==> config.mk <==
export PLATFORM = sky130hd
export DESIGN_NAME = spim_ctrl
export DESIGN_NICKNAME = d
export VERILOG_FILES = /design/src/rtl/spim_pkg.sv /design/src/rtl/spim_shift.sv /design/src/rtl/spim_csdec.sv /design/src/rtl/spim_status.sv /design/src/rtl/spim_ctrl.sv
export SDC_FILE = /design/constraint.sdc
export NUM_CORES = 1
export LEC_CHECK = 0
export BUFFER_PORTS_ARGS = -buffer_cell sky130_fd_sc_hd__buf_4
export CAP_MARGIN = 30
export CORE_AREA = 5 5 120 122
export CTS_CLUSTER_DIAMETER = 120
export DETAILED_ROUTE_END_ITERATION = 8
export DIE_AREA = 0 0 125 127
export PLACE_DENSITY = 0.67
export SETUP_SLACK_MARGIN = 0.3
export SYNTH_ARGS = -nofsm -noshare
export SYNTH_HDL_FRONTEND = slang
export SYNTH_SLANG_ARGS = --single-unit
==> constraint.sdc <==
create_clock -name clk -period 1.8 [get_ports clk]
set_input_delay 0.09 -clock clk [delete_from_list [all_inputs] [get_ports clk]]
set_output_delay 0.09 -clock clk [all_outputs]
set_load 0.005 [all_outputs]
==> src/rtl/spim_pkg.sv <==
// Shared constants for the SPI master: register selects and control field positions.
package spim_pkg;
    localparam int XFER_W = 32;
    localparam int HALF_W = 16;
    localparam int LEN_W  = 5;
    localparam int DEV_W  = 3;
    localparam int CNT_W  = LEN_W + 1;

    // Control word field positions; software depends on these.
    localparam int C_RDWR = 0;
    localparam int C_WO   = 1;
    localparam int C_LEN  = 2;
    localparam int C_DEV  = C_LEN + LEN_W;
    localparam int C_TOP  = C_DEV + DEV_W - 1;

    typedef enum logic [2:0] {
        SEL_SETUP = 3'd0,
        SEL_SPARE = 3'd1,
        SEL_CTRL  = 3'd2,
        SEL_STAT  = 3'd3,
        SEL_TXL   = 3'd4,
        SEL_TXH   = 3'd5,
        SEL_RXL   = 3'd6,
        SEL_RXH   = 3'd7
    } reg_sel_e;
endpackage

==> src/rtl/spim_shift.sv <==
// Shift engine: mode-0 serial clock at clk/2, MSB-first out, shift-in on rising edge.
// Assumes start is only honoured while idle; len_m1 is length minus one.
module spim_shift #(
    parameter int XFER_W = 32,
    parameter int CNT_W  = 6
) (
    input  logic              clk,
    input  logic              rst_n,
    input  logic              start,
    input  logic [XFER_W-1:0] tx_word,
    input  logic [CNT_W-2:0]  len_m1,
    input  logic              miso,
    output logic              sclk,
    output logic              mosi,
    output logic              busy,
    output logic              done,
    output logic [XFER_W-1:0] rx_word
);
    logic [XFER_W-1:0] tx_sh;
    logic [XFER_W-1:0] rx_sh;
    logic [CNT_W-1:0]  left;

    // Sequence the bit phases: rising edge samples, falling edge advances.
    always_ff @(posedge clk) begin
        if (!rst_n) begin
            tx_sh <= '0;
            rx_sh <= '0;
            left  <= '0;
            sclk  <= 1'b0;
            busy  <= 1'b0;
            done  <= 1'b0;
        end else begin
            done <= 1'b0;
            if (start && !busy) begin
                busy  <= 1'b1;
                tx_sh <= tx_word;
                rx_sh <= '0;
                left  <= {1'b0, len_m1} + CNT_W'(1);
                sclk  <= 1'b0;
            end else if (busy) begin
                if (!sclk) begin
                    sclk  <= 1'b1;
                    rx_sh <= {rx_sh[XFER_W-2:0], miso};
                end else begin
                    sclk <= 1'b0;
                    if (left == CNT_W'(1)) begin
                        busy <= 1'b0;
                        done <= 1'b1;
                    end else begin
                        left  <= left - CNT_W'(1);
                        tx_sh <= {tx_sh[XFER_W-2:0], 1'b0};
                    end
                end
            end
        end
    end

    assign mosi    = busy & tx_sh[XFER_W-1];
    assign rx_word = rx_sh;
endmodule

==> src/rtl/spim_csdec.sv <==
// Chip-select decoder: one active-low select per valid index, none for out-of-range indices.
// Assumes dev is held stable while active is high.
module spim_csdec #(
    parameter int NUM_CS = 5,
    parameter int DEV_W  = 3
) (
    input  logic             active,
    input  logic [DEV_W-1:0] dev,
    output logic [NUM_CS-1:0] cs_n
);
    for (genvar i = 0; i < NUM_CS; i++) begin : g_sel
        // Drive select i low only while its index is being served.
        assign cs_n[i] = !(active && (dev == DEV_W'(i)));
    end
endmodule

==> src/rtl/spim_status.sv <==
// Completion flags: send-done on engine done; receive-done after a settle interval
// for send-and-receive transfers; interrupt gated by per-type masks.
// Assumes SETTLE_CYC >= 1.
module spim_status #(
    parameter int SETTLE_CYC = 7
) (
    input  logic clk,
    input  logic rst_n,
    input  logic start,
    input  logic done,
    input  logic rd_mode,
    input  logic mask_wo,
    input  logic mask_rw,
    output logic we_flag,
    output logic re_flag,
    output logic irq
);
    localparam int SW = $clog2(SETTLE_CYC + 1);

    logic [SW-1:0] settle;

    // Track the flags and count down the settle window.
    always_ff @(posedge clk) begin
        if (!rst_n) begin
            we_flag <= 1'b0;
            re_flag <= 1'b0;
            settle  <= '0;
        end else if (start) begin
            we_flag <= 1'b0;
            re_flag <= 1'b0;
            settle  <= '0;
        end else if (done) begin
            we_flag <= 1'b1;
            settle  <= rd_mode ? SW'(SETTLE_CYC) : '0;
        end else if (settle != '0) begin
            settle <= settle - SW'(1);
            if (settle == SW'(1)) re_flag <= 1'b1;
        end
    end

    assign irq = (we_flag && !rd_mode && !mask_wo) || (re_flag && rd_mode && !mask_rw);
endmodule

==> src/rtl/spim_ctrl.sv <==
// SPI master top: halfword register file, start qualification, read mux.
// Assumes single-cycle register writes and combinational reads on reg_addr.
module spim_ctrl
    import spim_pkg::*;
#(
    parameter int NUM_CS     = 5,
    parameter int SETTLE_CYC = 7
) (
    input  logic              clk,
    input  logic              rst_n,
    input  logic              reg_we,
    input  logic [3:0]        reg_addr,
    input  logic [HALF_W-1:0] reg_wdata,
    output logic [HALF_W-1:0] reg_rdata,
    output logic              sclk,
    output logic              mosi,
    input  logic              miso,
    output logic [NUM_CS-1:0] cs_n,
    output logic              irq
);
    logic              clk_en, mask_wo, mask_rw;
    logic [HALF_W-1:0] spare, tx_lo, tx_hi;
    logic [C_TOP:0]    ctrl_q;
    logic              rd_mode;
    logic              busy, done, we_flag, re_flag, start;
    logic [XFER_W-1:0] rx_word;
    reg_sel_e          sel;

    assign sel   = reg_sel_e'(reg_addr[3:1]);
    assign start = reg_we && (sel == SEL_CTRL) && clk_en && !busy
                   && (reg_wdata[C_RDWR] || reg_wdata[C_WO]);

    // Hold the software-visible setup, transmit and accepted control words.
    always_ff @(posedge clk) begin
        if (!rst_n) begin
            clk_en  <= 1'b0;
            mask_wo <= 1'b0;
            mask_rw <= 1'b0;
            spare   <= '0;
            tx_lo   <= '0;
            tx_hi   <= '0;
            ctrl_q  <= '0;
            rd_mode <= 1'b0;
        end else begin
            if (reg_we) begin
                case (sel)
                    SEL_SETUP: begin
                        clk_en  <= reg_wdata[0];
                        mask_wo <= reg_wdata[4];
                        mask_rw <= reg_wdata[5];
                    end
                    SEL_SPARE: spare <= reg_wdata;
                    SEL_TXL:   tx_lo <= reg_wdata;
                    SEL_TXH:   tx_hi <= reg_wdata;
                    default: ;
                endcase
            end
            if (start) begin
                ctrl_q  <= reg_wdata[C_TOP:0];
                rd_mode <= reg_wdata[C_RDWR];
            end
        end
    end

    spim_shift #(.XFER_W(XFER_W), .CNT_W(CNT_W)) u_shift (
        .clk(clk), .rst_n(rst_n), .start(start),
        .tx_word({tx_hi, tx_lo}),
        .len_m1(reg_wdata[C_DEV-1:C_LEN]),
        .miso(miso), .sclk(sclk), .mosi(mosi),
        .busy(busy), .done(done), .rx_word(rx_word)
    );

    spim_csdec #(.NUM_CS(NUM_CS), .DEV_W(DEV_W)) u_cs (
        .active(busy), .dev(ctrl_q[C_TOP:C_DEV]), .cs_n(cs_n)
    );

    spim_status #(.SETTLE_CYC(SETTLE_CYC)) u_stat (
        .clk(clk), .rst_n(rst_n), .start(start), .done(done),
        .rd_mode(rd_mode), .mask_wo(mask_wo), .mask_rw(mask_rw),
        .we_flag(we_flag), .re_flag(re_flag), .irq(irq)
    );

    // Select the register addressed for reading.
    always_comb begin
        reg_rdata = '0;
        case (sel)
            SEL_SETUP: reg_rdata = HALF_W'({mask_rw, mask_wo, 3'b000, clk_en});
            SEL_SPARE: reg_rdata = spare;
            SEL_CTRL:  reg_rdata = HALF_W'(ctrl_q);
            SEL_STAT:  reg_rdata = HALF_W'({we_flag, re_flag});
            SEL_TXL:   reg_rdata = tx_lo;
            SEL_TXH:   reg_rdata = tx_hi;
            SEL_RXL:   reg_rdata = rx_word[HALF_W-1:0];
            SEL_RXH:   reg_rdata = rx_word[XFER_W-1:HALF_W];
            default:   reg_rdata = '0;
        endcase
    end
endmodule

; Yosys cells after proc, flatten, opt, wreduce, memory -nomap -nowiden
; Cells that the tools add are included.
[totals]
register_bits = 140
in_bits = 24
out_inout_bits = 24
wordCells = 98
[op_classes]
addsub = 3
n_eq_ne = 14
muxes = 18
bitwise_logic = 5
n_reduce_logical = 41
[ops]
columns = op, count
row1 = 32-bit two-way mux, 4
row2 = 16-bit one-hot mux with 8 select lines, 1
row3 = 6-bit two-way mux, 4
row4 = "3-bit == test, second input constant", 5
row5 = 1-bit logical AND, 14
row6 = "3-bit by 2-bit == test with 1-bit output, second input constant", 4
row7 = 2-bit AND reduction, 5
row8 = "3-bit by 1-bit == test with 1-bit output, second input constant", 3
row9 = 1-bit zero test, 9
row10 = 3-bit two-way mux, 3
row11 = "5-bit by 1-bit adder with 6-bit output, second input constant", 1
row12 = "6-bit by 1-bit == test with 1-bit output, second input constant", 1
row13 = 3-bit zero test, 2
row14 = 1-bit two-way mux, 6
row15 = 3-bit AND reduction, 2
row16 = 2-bit nonzero test, 3
row17 = "6-bit by 1-bit subtractor with 6-bit output, second input constant", 1
row18 = 1-bit NOT, 4
row19 = 2-bit OR reduction, 2
row20 = 4-bit OR reduction, 1
row21 = 3-bit nonzero test, 1
row22 = "3-bit by 1-bit subtractor with 3-bit output, second input constant", 1
row23 = 1-bit logical OR, 2
row24 = "2-bit by 1-bit != test with 1-bit output, second input constant", 1
row25 = 1-bit AND, 1

; Logic depth before layout (Yosys ltp)
; Gate-level depths: netlist of run 1.
[depth]
ltp_word = 8
depth_mapped = 7
depth_no_buf = 6

; By module
; A second synthesis of run 1 with hierarchy kept.
[hier_totals]
cells_unflattened = 804
area_unflattened_um2 = 6673.9
[by_module_without_submodules]
columns = module, n_inst, cells_each, area_per_inst_um2, seq_area_each_um2
row1 = spim_ctrl, 1, 385, 3216.8, 1221.2
row2 = spim_shift, 1, 383, 3136.8, 1461.4
row3 = spim_status, 1, 31, 267.8, 100.1
row4 = spim_csdec, 1, 5, 52.6, 0.0

; Worst setup path after synthesis of run 1
; Ideal clock, no wire load.
[synth_path]
path_type = register -> register
startpoint = register u_shift.left[1]
endpoint = register u_shift.tx_sh[21]
setup_ps = 74
t_arrival_ps = 1295
required_time_ps = 1726
path_slack_ps = 430
path_stages_with_launch = 8
path_buffers = 1
synth_period_minus_slack_ps = 1370
cell_sequence = dfxtp_1 inv_1 ha_1 nor2b_1 a21boi_4 buf_6 nand2_1 a31oi_1
[synth_via]
elab_chain_len = 3
[synth_lines]
columns = item, line_no
row1 = start: declaration, spim_shift.sv:21  ; logic [CNT_W-1:0] left;
row2 = start signal: assignment, spim_shift.sv:38  ; left <= {1'b0, len_m1} + CNT_W'(1);
row3 = start signal: assignment, spim_shift.sv:50  ; left <= left - CNT_W'(1);
row4 = 6-bit by 1-bit == test with 1-bit output, spim_shift.sv:46  ; if (left == CNT_W'(1)) begin
row5 = 2-bit by 1-bit != test with 1-bit output (no source line), -
row6 = 3-bit AND reduction (no source line), -
row7 = end signal: assignment, spim_shift.sv:36  ; tx_sh <= tx_word;
row8 = end signal: assignment, spim_shift.sv:51  ; tx_sh <= {tx_sh[XFER_W-2:0], 1'b0};
row9 = end: declaration, spim_shift.sv:19  ; logic [XFER_W-1:0] tx_sh;
; Every way passes these cells.
; A chain may end at the register's enable or synchronous reset.

; Worst setup path in the final report of run 1
[layout_path]
startpoint = register tx_hi[4]
endpoint = output reg_rdata[4]
[layout_via]
elab_chain_len = 1
[layout_lines]
columns = item, line_no
row1 = start: declaration, spim_ctrl.sv:22  ; logic [HALF_W-1:0] spare, tx_lo, tx_hi;
row2 = start signal: assignment, spim_ctrl.sv:54  ; SEL_TXH: tx_hi <= reg_wdata;
row3 = 16-bit one-hot mux with 8 select lines, spim_ctrl.sv:86  ; case (sel)
row4 = end: declaration, spim_ctrl.sv:14  ; output logic [HALF_W-1:0] reg_rdata,
; Every way passes these cells.

==> impl_metrics.toml, run 1 <==
[run]
cap_violations = 0

[worst_hold_path]
hold_path_class = "in2reg"

[sta]
maxSlewViolCount = 0
period_needed_ns = 1.673
finalSetupTns_ns = 0
rsz0062_at_grt = "true"
slew_headroom = 0.5930
period_share = 0.9293
hold_violations = 0
worst_pin_slew_ns = 0.6090
setup_violations = 0
finalClockSkew_ns = 0.009498
fmax_ghz = 0.5978

[global_routing]
grt_usage = 0.2298
grt_pass1_vias = 5724
antenna_found_initial = 0
grt_max_degree = 73
grt_pass1_wl_um = 29450
overflow = 0

[layout]
multi_input_area_um2 = 3776
area_growth_pct = 35.48
nNetsFinal = 916
ff_latch_area_um2 = 2843
drive_above_1_share = 0.3029
fin_area_um2 = 8753
n_fill_cell = 1015

[synth]
netlist_area_um2 = 6461
synth_edf_count = 0
async_flop_share = 0
synthCells = 805
ys.flop_type = "dfxtp_1"
ys_types = 53
synth_seq_area_share = 0.4307
yosys_warnings = 0
synth_seq_cells = 139
syn_nets = 835
avgSynthCellArea_um2 = 8.026

[die]
row_count = 42
die_w_um = 125
die_h_um = 127
dieArea_um2 = 15880
fp.coreArea_um2 = 13090
ioPinCount = 48
initial_core_util = 0.4938

[critical_path]
startpoint = "tx_hi[4]"
r2r-end = "u_shift.tx_sh[25]"
crit_end = "reg_rdata[4]"
reg2reg_from = "u_shift.left[2]"
cp.arrival_ns = 1.58
crit_path_end_kind = "output pin"
cp-start-kind = "flip-flop"
reg2reg_depth = 6
path_max_fanout = 3
critical_path_class = "reg2out"
regToRegSetupSlack_ns = 0.25
cp.required_ns = 1.71

[clocking]
clkTransAtPathRegs_ns = 0.06
insertion_delay_ns = 0.42
clockBufferDepth = 2
cts_tree = "done"
cts_htree_levels = 4
cts_buffers = 17
root_buffer = "clkbuf_16"
cts_num_sinks = 139

[placement]
place.gp.congestion = 0.8475
place_hpwl_um = 11660
placed_area_um2 = 6923
port_buffers = 46

[power]
powerDensity_nw_per_um2 = 837.8
p_leak_nw = 3.240
peakVddDrop_mv = 0.6517

[routing]
viasPerCell = 5.728
dr.first_iter.drc_count = 583
wire_per_inst_um = 18.23
num_vias = 6158
drc = 0
drt_pre_antenna_iters = 6
wl_um = 19600
antenna_left = 0

[outcome]
status = "complete, no violations"
-- kinds of logic after synthesis --
| family | after synthesis | share of synthesized area |
|---|---|---|
| fa+ha+maj | 6 | 0.01162 |
| mux | 26 | 0.05616 |
| flops | 139 | 0.4307 |
| compound gates | 213 | 0.2140 |
| simple gates | 345 | 0.2211 |
| xor+xnor | 5 | 0.006779 |
| buf+inv | 71 | 0.05964 |
-- power breakdown --
group	internal, W	switching, W	total [W]
Combinational	0.000306	0.000356	0.000663
Clock	0.00221	0.00128	0.00349
Sequential	0.00313	0.0000533	0.00318
Total	0.00564	0.00169	0.00733
-- timing repair --
item	4_1_cts	5_1_grt
cloned	3	7
hold buffers	17	0
pin swaps	15	74
gates resized for setup	65	116
setup buffers	19	8
endpoints found under the setup margin	86	89
hold endpoints to repair	55	0
-- sequential cells by signal, indices dropped and copies added, names as in the netlist --
register and flops:
u_shift.rx_word 32, u_shift.tx_sh 32, spare 16, tx_hi 16
tx_lo 16, ctrl_q 10, u_shift.left 6, u_stat.settle 3
clk_en 1, mask_rw 1, mask_wo 1, u_shift.busy 1
u_shift.done 1, u_shift.sclk 1, u_stat.re_flag 1, u_stat.we_flag 1
-- cell type report --
cell class	count	area share
diodes	1	0.0002859
clock buffers	24	0.05732
clock inverters	7	0.01001
inverters	8	0.003431
multi-input cells	595	0.4314
flip-flops and latches	139	0.3248
well taps	176	0.02516
repair buffers	125	0.1477
-- how the worst min path moves through the flow --
stage	slack [ns]	cells after the start	startpoint	to
2_1_floorplan	0.22	2	reg_wdata[10]	spare[10]
3_3_place_gp	0.34	3	miso	u_shift.rx_word[0]
3_5_place_dp	0.35	3	miso	u_shift.rx_word[0]
4_1_cts	0.13	2	rst_n	u_shift.busy
5_1_grt	0.16	2	rst_n	u_shift.busy
6_report	0.17	2	rst_n	u_shift.busy
-- cells in the final DEF, fill, tap and decap left out, types with 6 or more instances in the layout --
| master | n |
|---|---|
| a21boi_0 | 44 |
| nand2_4 | 24 |
| dlygate4sd3_1 | 17 |
| buf_4 | 83 |
| inv_1 | 6 |
| a31oi_1 | 28 |
| dfxtp_1 | 107 |
| nand2_2 | 23 |
| nor2_1 | 19 |
| clkbuf_16 | 23 |
| a21oi_1 | 41 |
| o21ai_0 | 26 |
| dfxtp_4 | 8 |
| mux2i_1 | 14 |
| dfxtp_2 | 24 |
| nand3_1 | 15 |
| o21ai_2 | 6 |
| buf_12 | 9 |
| mux4_2 | 8 |
| nand2_1 | 225 |
| o21ai_1 | 17 |
| a21boi_1 | 16 |
-- worst max-delay path: stages (launching register included) --
cell	delay (ns)
dfxtp_4	0.36
mux2_4	0.26
a22oi_2	0.13
o221a_2	0.24
a21oi_2	0.04
buf_4	0.14
-- synth_stat cells, types with 2 or more instances --
cell       number  share of area
a221o_1         3         0.0046
mux2i_1        16          0.025
and3_1          4         0.0039
nor2b_1         8         0.0077
a21boi_0       44          0.051
a21oi_1        46          0.036
and2_1          3         0.0029
buf_2          20          0.015
a31oi_1        33          0.032
and2b_1         2         0.0023
a21boi_1       16          0.019
buf_4           9          0.010
nor3_1          3         0.0023
buf_6           8          0.014
mux4_2          8          0.028
ha_1            6          0.012
nor2_1         19          0.011
xor2_1          2         0.0027
nand3_1        17          0.013
nand2b_1        6         0.0058
dfxtp_1       139           0.43
o21ai_1         7         0.0054
a221oi_1        3         0.0041
o21ai_0        42          0.033
inv_1           8         0.0046
nand3b_1        3         0.0035
a22oi_1         2         0.0023
nand2_1       272           0.16
o2bb2ai_1       2         0.0027
mux2_2          2         0.0035
o21a_1          3         0.0035
clkbuf_1       26          0.015
xnor2_1         3         0.0041
-- per-stage QoR --
stage / utilization / setup WS, ns / hold slack, ns / cells / total power (W)
after global placement: 0.5291 / 0.2456 / 0.3427 / 989 / 0.003813
after detailed placement: 0.5291 / 0.1822 / 0.3519 / 989 / 0.003849
after global routing: 0.6688 / 0.09484 / 0.1647 / 1074 / 0.007576
after CTS: 0.6186 / 0.1313 / 0.1250 / 1059 / 0.007338
final: 0.6690 / 0.1272 / 0.1666 / 1075 / 0.007333
after floorplan: - / 0.4304 / 0.2248 / 805 / 0.003648
-- per-layer routing --
metal / global-route usage / routed length, µm
met1: 0.3029 / 8127
met2: 0.3695 / 9512
met3: 0.04925 / 1419
met4: 0.09375 / 542
met5: 0 / 0
Note: power is estimated with default switching activity, not from simulation.
==> run 2, diff against run 1 <==
--- a/config.mk
+++ b/config.mk
@@ -12,7 +12,6 @@
 export DETAILED_ROUTE_END_ITERATION = 8
 export DIE_AREA = 0 0 125 127
 export PLACE_DENSITY = 0.67
-export SETUP_SLACK_MARGIN = 0.3
 export SYNTH_ARGS = -nofsm -noshare
 export SYNTH_HDL_FRONTEND = slang
 export SYNTH_SLANG_ARGS = --single-unit
==> run 2 against run 1 <==
  * Final cell count is 3.4% lower
  * Highest routed layer unchanged
  * Sequential power hardly changed
  * Fmax is 2.7% lower
  * Clock power hardly changed
  * Sequential share of layout area is 3.7 points higher
  * Non-clock buffer count is 37 lower
  * First-iteration DRC count is 15% higher
==> impl_metrics.toml, run 2 (synthesis gave the netlist of run 1 again) <==
[sta]
finalClockSkew_ns = 0.007356
setup_violations = 0
fmax_ghz = 0.5819
holdWs_ns = 0.1665
period_needed_ns = 1.719
rsz0062_at_grt = "false"
maxSlewViolCount = 0
worst_pin_slew_ns = 0.6370
period_share = 0.9547
slew_headroom = 0.5743
hold_violations = 0
finalSetupTns_ns = 0

[layout]
n_fill_cell = 1158
nNetsFinal = 879
final_common_cell = "nand2_1"
drive_above_1_share = 0.1405
most-common-layout-cells = "nand2_1, dfxtp_1, buf_4, a21oi_1, a21boi_0"
area_growth_pct = 18.94

[die]
row_count = 42
die_h_um = 127
fp.coreArea_um2 = 13090
dieArea_um2 = 15880
ioPinCount = 48
initial_core_util = 0.4938
die_w_um = 125

[critical_path]
crit_path_cell_trace = "mux2_2 > a22oi_1 > o221a_2 > a21oi_1 > buf_4"
cp-start-kind = "flip-flop"
reg2reg_depth = 5
critical_path_class = "reg2out"
crit_buf_inv = 1
cpMaxStageDelayCell = "dfxtp_1"
reg2reg_from = "u_shift.sclk"
path_delay_family = "compound AO/OA/AOI/OAI gates"
cp.arrival_ns = 1.63
crit_path_end_kind = "output pin"
cp.required_ns = 1.71
r2r-end = "u_shift.left[0]"
regToRegSetupSlack_ns = 0.22
cpPeakStageDelay_ns = 0.34
path_max_fanout = 3

[clocking]
cts_buffers = 17
postCtsSetupRepairBufs = 0
clockBufferDepth = 2
cts_tree = "done"
root_buffer = "clkbuf_16"
cts_num_sinks = 139
insertion_delay_ns = 0.42
cts_htree_levels = 4
clkTransAtPathRegs_ns = 0.05

[global_routing]
grt_max_degree = 73
grt_usage = 0.2196
grt_pass1_wl_um = 28310
antenna_found_initial = 0
overflow = 0
grt_pass1_vias = 5571

[worst_hold_path]
hp-start = "rst_n"
hold_path_class = "in2reg"
min_to = "u_shift.busy"
hold_depth = 2

[placement]
place.gp.congestion = 0.8475
place_hpwl_um = 11660
port_buffers = 46

[routing]
num_vias = 5863
drc = 0
viasPerCell = 5.648
antenna_left = 0
drt_pre_antenna_iters = 5
dr.first_iter.drc_count = 671
wire_per_inst_um = 16.59
wl_um = 17220

[power]
peakVddDrop_mv = 0.6497
p_leak_nw = 2.687
powerDensity_nw_per_um2 = 947.7

[outcome]
status = "complete, no violations"

[run]
cap_violations = 0
[run 2: cell types whose count changed in the layout (fill, tap and decap cells not counted), sizes merged]
cell,delta
buf,-31
clkbuf,-6
[run 2: worst max path at each step]
stage,start,end,cells past startpoint
after global placement,reg_addr[1],u_shift.left[0],6
after global routing,tx_hi[4],reg_rdata[4],5
final,tx_hi[4],reg_rdata[4],5
after detailed placement,reg_addr[1],u_shift.left[0],6
after floorplan,u_shift.left[1],u_shift.tx_sh[21],7
after CTS,tx_hi[4],reg_rdata[4],5
[run 2: final cells by class]
cell class	count	area [µm²]	share of cell area
diodes	1	2.502	0.0003256
clock buffers	24	501.7	0.06529
clock inverters	7	87.58	0.01140
inverters	8	30.03	0.003908
multi-input cells	595	3307	0.4303
flip-flops and latches	139	2783	0.3621
well taps	176	220.2	0.02866
repair buffers	88	753.2	0.09801
[run 2: power breakdown]
group,internal (W),total [W],switching [W],leakage [nW]
clock,0.00221,0.00346,0.00126,0.292
sequential,0.00314,0.00319,0.0000520,1.12
combinational,0.000293,0.000628,0.000335,1.27
[run 2: routing by layer]
layer / up-vias / GRT usage / wire (µm)
li1: 2825 / - / -
met5: - / 0 / 0
met4: 0 / 0.09247 / 370
met3: 30 / 0.04800 / 1270
met2: 217 / 0.3429 / 8049
met1: 2791 / 0.2960 / 7529
[run 2: what timing repair did]
action,4_1_cts,5_1_grt
hold buffers,17,0
resized for setup,0,0
endpoints found under the hold margin,55,0
[run 2: per-stage QoR]
stage | util | total power (W) | cells | setup WS, ns | cell area (µm²)
global placement | 0.5291 | 0.003813 | 989 | 0.2456 | 6923
finish | 0.5873 | 0.007283 | 1038 | 0.08148 | 7685
detailed placement | 0.5291 | 0.003849 | 989 | 0.1822 | 6923
global route | 0.5871 | 0.007543 | 1037 | 0.01199 | 7682
CTS | 0.5871 | 0.007327 | 1037 | 0.07517 | 7682
floorplan | - | 0.003648 | 805 | 0.4304 | 6461
